==> config.mk <==
export PLATFORM = sky130hd
export DESIGN_NAME = sram_strobe_ctrl
export DESIGN_NICKNAME = d
export VERILOG_FILES = /design/src/rtl/sram_ctrl_pkg.sv /design/src/rtl/sram_phase_timer.sv /design/src/rtl/sram_dq_steer.sv /design/src/rtl/sram_strobe_ctrl.sv
export SDC_FILE = /design/constraint.sdc
export NUM_CORES = 1
export LEC_CHECK = 0
export BUFFER_PORTS_ARGS = -buffer_cell sky130_fd_sc_hd__buf_2
export CORE_AREA = 2 2 53 67
export CTS_CLUSTER_DIAMETER = 40
export DETAILED_ROUTE_END_ITERATION = 8
export DIE_AREA = 0 0 55 69
export PLACE_DENSITY_LB_ADDON = 0.1
export SYNTH_ARGS = -nofsm -noshare
export SYNTH_HDL_FRONTEND = slang
export SYNTH_SLANG_ARGS = --single-unit
==> constraint.sdc <==
create_clock -name clk -period 4 [get_ports clk]
set_input_delay 0.2 -clock clk [delete_from_list [all_inputs] [get_ports clk]]
set_output_delay 0.2 -clock clk [all_outputs]
set_load 0.05 [all_outputs]
==> src/rtl/sram_ctrl_pkg.sv <==
package sram_ctrl_pkg;

    typedef enum logic [2:0] {
        ST_STANDBY = 3'd0,
        ST_SETUP   = 3'd1,
        ST_READ    = 3'd2,
        ST_TURN    = 3'd3,
        ST_WRITE   = 3'd4,
        ST_WHOLD   = 3'd5
    } ctl_state_e;

    function automatic int max_of4(input int a, input int b, input int c, input int d);
        int m;
        m = a;
        if (b > m) m = b;
        if (c > m) m = c;
        if (d > m) m = d;
        return m;
    endfunction

endpackage

==> src/rtl/sram_phase_timer.sv <==
module sram_phase_timer #(
    parameter int CNT_W = 3
) (
    input  logic             clk,
    input  logic             rst_n,
    input  logic             restart,
    input  logic [CNT_W-1:0] limit,
    output logic             last
);

    logic [CNT_W-1:0] cnt_q;

    always_ff @(posedge clk or negedge rst_n) begin
        if (!rst_n) begin
            cnt_q <= '0;
        end else if (restart) begin
            cnt_q <= '0;
        end else begin
            cnt_q <= cnt_q + CNT_W'(1);
        end
    end

    assign last = (cnt_q == (limit - CNT_W'(1)));

endmodule

==> src/rtl/sram_dq_steer.sv <==
module sram_dq_steer #(
    parameter int DATA_W = 4
) (
    input  logic              clk,
    input  logic              rst_n,
    input  logic              load,
    input  logic [DATA_W-1:0] wdata_in,
    input  logic              drive,
    input  logic              capture,
    input  logic [DATA_W-1:0] dq_i,
    output logic [DATA_W-1:0] dq_o,
    output logic              dq_oe,
    output logic [DATA_W-1:0] rdata
);

    logic [DATA_W-1:0] wdata_q;
    logic [DATA_W-1:0] rdata_q;

    always_ff @(posedge clk or negedge rst_n) begin
        if (!rst_n) begin
            wdata_q <= '0;
        end else if (load) begin
            wdata_q <= wdata_in;
        end
    end

    always_ff @(posedge clk or negedge rst_n) begin
        if (!rst_n) begin
            rdata_q <= '0;
        end else if (capture) begin
            rdata_q <= dq_i;
        end
    end

    assign dq_oe = drive;
    assign dq_o  = drive ? wdata_q : '0;
    assign rdata = rdata_q;

endmodule

==> src/rtl/sram_strobe_ctrl.sv <==
module sram_strobe_ctrl
    import sram_ctrl_pkg::*;
#(
    parameter int ADDR_W   = 14,
    parameter int DATA_W   = 4,
    parameter int RD_CYC   = 2,
    parameter int WR_CYC   = 2,
    parameter int TURN_CYC = 1,
    parameter int WR_HOLD  = 1,
    parameter bit DUAL_CE  = 1'b1
) (
    input  logic              clk,
    input  logic              rst_n,
    input  logic              req,
    input  logic              req_write,
    input  logic [ADDR_W-1:0] req_addr,
    input  logic [DATA_W-1:0] req_wdata,
    output logic              ack,
    output logic [DATA_W-1:0] rdata,
    output logic [ADDR_W-1:0] mem_addr,
    output logic              mem_ce1_n,
    output logic              mem_ce2_n,
    output logic              mem_we_n,
    output logic              mem_oe_n,
    output logic [DATA_W-1:0] mem_dq_o,
    output logic              mem_dq_oe,
    input  logic [DATA_W-1:0] mem_dq_i
);

    localparam int MAX_CYC = max_of4(RD_CYC, WR_CYC, TURN_CYC, WR_HOLD);
    localparam int CNT_W   = $clog2(MAX_CYC + 1);

    ctl_state_e        state_q, state_d;
    logic              accept;
    logic              restart;
    logic              last;
    logic [CNT_W-1:0]  limit;
    logic              write_q;
    logic [ADDR_W-1:0] addr_q;
    logic              ack_q;
    logic              ce_n, we_n, oe_n, drive, capture;

    assign accept  = (state_q == ST_STANDBY) && req && !ack_q;
    assign restart = (state_d != state_q);

    always_comb begin
        state_d = state_q;
        unique case (state_q)
            ST_STANDBY: if (accept) state_d = ST_SETUP;
            ST_SETUP:   state_d = write_q ? ST_WRITE : ST_READ;
            ST_READ:    if (last) state_d = ST_TURN;
            ST_TURN:    if (last) state_d = ST_STANDBY;
            ST_WRITE:   if (last) state_d = ST_WHOLD;
            ST_WHOLD:   if (last) state_d = ST_STANDBY;
            default:    state_d = ST_STANDBY;
        endcase
    end

    always_ff @(posedge clk or negedge rst_n) begin
        if (!rst_n) begin
            state_q <= ST_STANDBY;
        end else begin
            state_q <= state_d;
        end
    end

    always_comb begin
        limit = CNT_W'(1);
        unique case (state_q)
            ST_READ:  limit = CNT_W'(RD_CYC);
            ST_WRITE: limit = CNT_W'(WR_CYC);
            ST_WHOLD: limit = CNT_W'(WR_HOLD);
            ST_TURN:  limit = CNT_W'(TURN_CYC);
            default:  limit = CNT_W'(1);
        endcase
    end

    sram_phase_timer #(.CNT_W(CNT_W)) u_timer (
        .clk     (clk),
        .rst_n   (rst_n),
        .restart (restart),
        .limit   (limit),
        .last    (last)
    );

    always_ff @(posedge clk or negedge rst_n) begin
        if (!rst_n) begin
            addr_q  <= '0;
            write_q <= 1'b0;
        end else if (accept) begin
            addr_q  <= req_addr;
            write_q <= req_write;
        end
    end

    always_ff @(posedge clk or negedge rst_n) begin
        if (!rst_n) begin
            ack_q <= 1'b0;
        end else begin
            ack_q <= last && ((state_q == ST_READ) || (state_q == ST_WHOLD));
        end
    end

    always_comb begin
        ce_n    = 1'b1;
        we_n    = 1'b1;
        oe_n    = 1'b1;
        drive   = 1'b0;
        capture = 1'b0;
        unique case (state_q)
            ST_STANDBY: ;
            ST_SETUP:   ce_n = 1'b0;
            ST_READ: begin
                ce_n    = 1'b0;
                oe_n    = 1'b0;
                capture = last;
            end
            ST_TURN:    ;
            ST_WRITE: begin
                ce_n  = 1'b0;
                we_n  = 1'b0;
                drive = 1'b1;
            end
            ST_WHOLD: begin
                ce_n  = 1'b0;
                drive = 1'b1;
            end
            default: ;
        endcase
    end

    sram_dq_steer #(.DATA_W(DATA_W)) u_steer (
        .clk      (clk),
        .rst_n    (rst_n),
        .load     (accept),
        .wdata_in (req_wdata),
        .drive    (drive),
        .capture  (capture),
        .dq_i     (mem_dq_i),
        .dq_o     (mem_dq_o),
        .dq_oe    (mem_dq_oe),
        .rdata    (rdata)
    );

    generate
        if (DUAL_CE) begin : g_dual
            assign mem_ce2_n = ce_n;
        end else begin : g_single
            assign mem_ce2_n = 1'b0;
        end
    endgenerate

    assign mem_ce1_n = ce_n;
    assign mem_we_n  = we_n;
    assign mem_oe_n  = oe_n;
    assign mem_addr  = addr_q;
    assign ack       = ack_q;

    logic [CNT_W-1:0] gap_q;

    always_ff @(posedge clk or negedge rst_n) begin
        if (!rst_n) begin
            gap_q <= CNT_W'(TURN_CYC);
        end else if (!mem_oe_n) begin
            gap_q <= '0;
        end else if (gap_q < CNT_W'(TURN_CYC)) begin
            gap_q <= gap_q + CNT_W'(1);
        end
    end

    AST_DESELECT_QUIET: assert property (@(posedge clk) disable iff (!rst_n)
        mem_ce1_n |-> (mem_we_n && mem_oe_n && !mem_dq_oe));

    AST_ADDR_STABLE: assert property (@(posedge clk) disable iff (!rst_n)
        (!mem_ce1_n && $past(!mem_ce1_n)) |-> $stable(mem_addr));

    AST_NO_DUAL_STROBE: assert property (@(posedge clk) disable iff (!rst_n)
        !(!mem_oe_n && !mem_we_n));

    AST_WE_DRIVES: assert property (@(posedge clk) disable iff (!rst_n)
        !mem_we_n |-> mem_dq_oe);

    AST_NO_DRIVE_ON_READ: assert property (@(posedge clk) disable iff (!rst_n)
        mem_dq_oe |-> mem_oe_n);

    AST_TURN_GAP: assert property (@(posedge clk) disable iff (!rst_n)
        mem_dq_oe |-> (gap_q >= CNT_W'(TURN_CYC)));

    AST_ACK_SINGLE: assert property (@(posedge clk) disable iff (!rst_n)
        ack |=> !ack);

endmodule

==> results.py <==
metrics = {
    "outcome": {
        "status": "completed",
    },
    "timing": {
        "whs_ns": 0.147,
        "fmax_ghz": 0.553,
        "finalClockSkew_ns": 0.00344,
        "fin_crit_sh_pct": 45.2,
        "slew_headroom_pct": 57.4,
        "period_minus_slack_ns": 1.81,
        "maxSlewViolCount": 0,
        "rsz0062_at_grt": "false",
        "tightest_slew_ns": 0.640,
        "hold_viol_final": 0,
        "setup_viol": 0,
        "final.setup.tns_ns": 0,
    },
    "grt": {
        "globalRouteMet1Util_pct": 18.8,
        "met3_usage_pct": 6.28,
        "busiest_layer": "met2",
        "antenna_found_initial": 0,
        "grt_max_degree": 30,
        "grt.met2_usage_pct": 22.6,
        "grt_pass1_vias": 909,
        "grt_overflow": 0,
        "track_usage_pct": 15.3,
        "grt_first_pass_wirelength_mm": 4.11,
    },
    "synth": {
        "syn_nets": 117,
        "yosysSeqAreaShare_pct": 54.3,
        "synthCells": 91,
        "synth-warning-count": 0,
        "ys_ff_latch": 29,
        "synth.avg_cell_area_um2": 14.7,
        "syn-cell-area_mm2": 0.00134,
        "synth_cell_types": 26,
    },
    "detailed_routing": {
        "route.detailed.drc": 0,
        "wl_mm": 2.46,
        "vias": 903,
        "first_iter_violations": 7,
        "drtAntennaViolNets": 0,
        "drtPass1Iterations": 4,
        "wire_per_inst_um": 13.4,
        "vias_per_cell": 4.91,
    },
    "finish": {
        "num-nets-final": 172,
        "fillers": 283,
        "final_core_util_pct": 54.0,
        "syn_to_final_growth_pct": 28.0,
        "layout-drive-gt1-share_pct": 60.5,
        "antenna_cells": 0,
        "multi_input_area_um2": 554,
        "fin_cells": 184,
        "regArea_um2": 726,
    },
    "worst_setup_path": {
        "crit_required_ns": 3.80,
        "worst-path-max-fanout": 12,
        "startpoint_type": "flip-flop",
        "cp.arrival_ns": 1.61,
        "end_kind": "output port",
        "crit_type": "reg -> out",
    },
    "clocking": {
        "clkTransAtPathRegs_ns": 0.06,
        "clk_latency_ns": 0.28,
        "htree_levels": 2,
        "cts_buffers": 5,
        "cts-hold-fix-buffers": 1,
        "clock-sinks": 29,
        "clockBufferDepth": 2,
        "ctsRootBufferMaster": "clkbuf_8",
        "cts_tree": "built",
        "cts_resized": 0,
        "cts_setup_buffers": 0,
    },
    "die": {
        "die_h_um": 69,
        "die-area_mm2": 0.00380,
        "rows": 23,
        "core_mm2": 0.00317,
        "ios": 54,
        "start_util_pct": 42.2,
        "dieWidth_um": 55,
    },
    "place": {
        "hpwl_mm": 1.73,
        "dp_cells": 175,
        "port_buffers": 53,
        "place.gp.congestion": 0.702,
    },
    "min_path": {
        "hold_path.class": "in -> reg",
    },
    "flow_run": {
        "maxCapViolCount": 0,
    },
}
[area by class of cell]
class	instances	share of cell area (%)
repair buffers	55	16.5
clock inverters	1	0.293
well taps	37	2.71
multi-input cells	55	32.4
flip-flops and latches	29	42.4
clock buffers	7	5.63
[metrics by stage]
step | instance area, um^2 | worst slack (ns)
6_report | 1710 | 2.19
4_1_cts | 1710 | 2.16
2_1_floorplan | 1340 | 1.87
5_1_grt | 1710 | 2.00
3_5_place_dp | 1600 | 2.27
3_3_place_gp | 1600 | 2.33
[cells in the final DEF, fill, tap and decap left out, drive strengths merged]
cell / instances
nor3b: 1
nor2b: 1
clkinv: 1
nand2b: 1
a21oi: 3
o2bb2ai: 1
o21bai: 2
xor2: 1
a2111oi: 2
xnor2: 1
nand2: 1
and3: 1
and2: 5
nand4bb: 2
clkbuf: 7
nor2: 5
mux2: 23
or3b: 2
o21ai: 1
buf: 54
nand3b: 1
mux2i: 1
dfrtp: 29
dlygate4sd3: 1
[sequential cells by signal, indices dropped and copies added, names as in the netlist]
name	cells
u_steer.wdata_q	4
u_steer.rdata	4
mem_addr	14
state_q	3
ack	1
write_q	1
u_timer.cnt_q	2
[kinds of logic (layout without fill, tap and decap cells)]
logic type                Yosys count  in the layout  share of synthesized area [%]
muxes                              24             24                           24.9
DFF                                29             29                           54.3
buffers and inverters               7             63                           4.21
xor gates and xnor gates            2              2                           1.31
and+or+nand+nor                    20             20                           9.74
AOI/OAI and AO/OA                   9              9                           5.52
[layer usage]
| metal | part of all wire (%) | up-vias |
|---|---|---|
| met2 | 49 | 34 |
| met5 | 0 | - |
| met1 | 41 | 439 |
| li1 | - | 425 |
| met3 | 7.4 | 5 |
| met4 | 2.3 | 0 |
[final timing paths]
check | slack (ns) | to | start | cells after the start
max in group asynchronous | 3.10 | mem_addr[10] | rst_n | 2
min in group asynchronous | 0.48 | mem_addr[12] | rst_n | 2
setup reg to reg | 2.28 | u_steer.wdata_q[3] | state_q[0] | 4
hold / removal | 0.15 | mem_addr[4] | req_addr[4] | 2
hold reg to reg | 0.50 | u_steer.wdata_q[3] | u_steer.wdata_q[3] | 1
setup / recovery | 2.19 | mem_dq_o[3] | state_q[2] | 3
[synth_stat cells]
cell / number / area share [%]
xor2_1: 1 / 0.66
a2111oi_2: 2 / 2.2
o2bb2ai_1: 1 / 0.66
mux2_2: 6 / 5.1
mux2i_1: 1 / 0.75
o21bai_1: 2 / 1.1
xnor2_1: 1 / 0.66
or3b_2: 1 / 0.66
or3b_1: 1 / 0.66
buf_2: 3 / 1.1
nand2_1: 1 / 0.28
nand3b_1: 1 / 0.56
a21oi_1: 3 / 1.1
and2_1: 5 / 2.3
buf_4: 1 / 0.56
nor2_1: 4 / 1.1
buf_6: 3 / 2.5
nand4bb_1: 2 / 1.7
dfrtp_1: 29 / 54
mux2_4: 17 / 19
nor2_2: 1 / 0.47
nor2b_1: 1 / 0.47
o21ai_0: 1 / 0.37
and3_1: 1 / 0.47
nand2b_1: 1 / 0.47
nor3b_1: 1 / 0.56
[worst max-delay path, stage by stage, from the launching register on]
cell and delay (ns):
dfrtp_1 0.52, nor2b_1 0.37, and2_1 0.17, buf_2 0.26
Power is left out: the tool's default activity adds up to more than one toggle a clock period on the data nets, which glitch-free logic cannot reach.
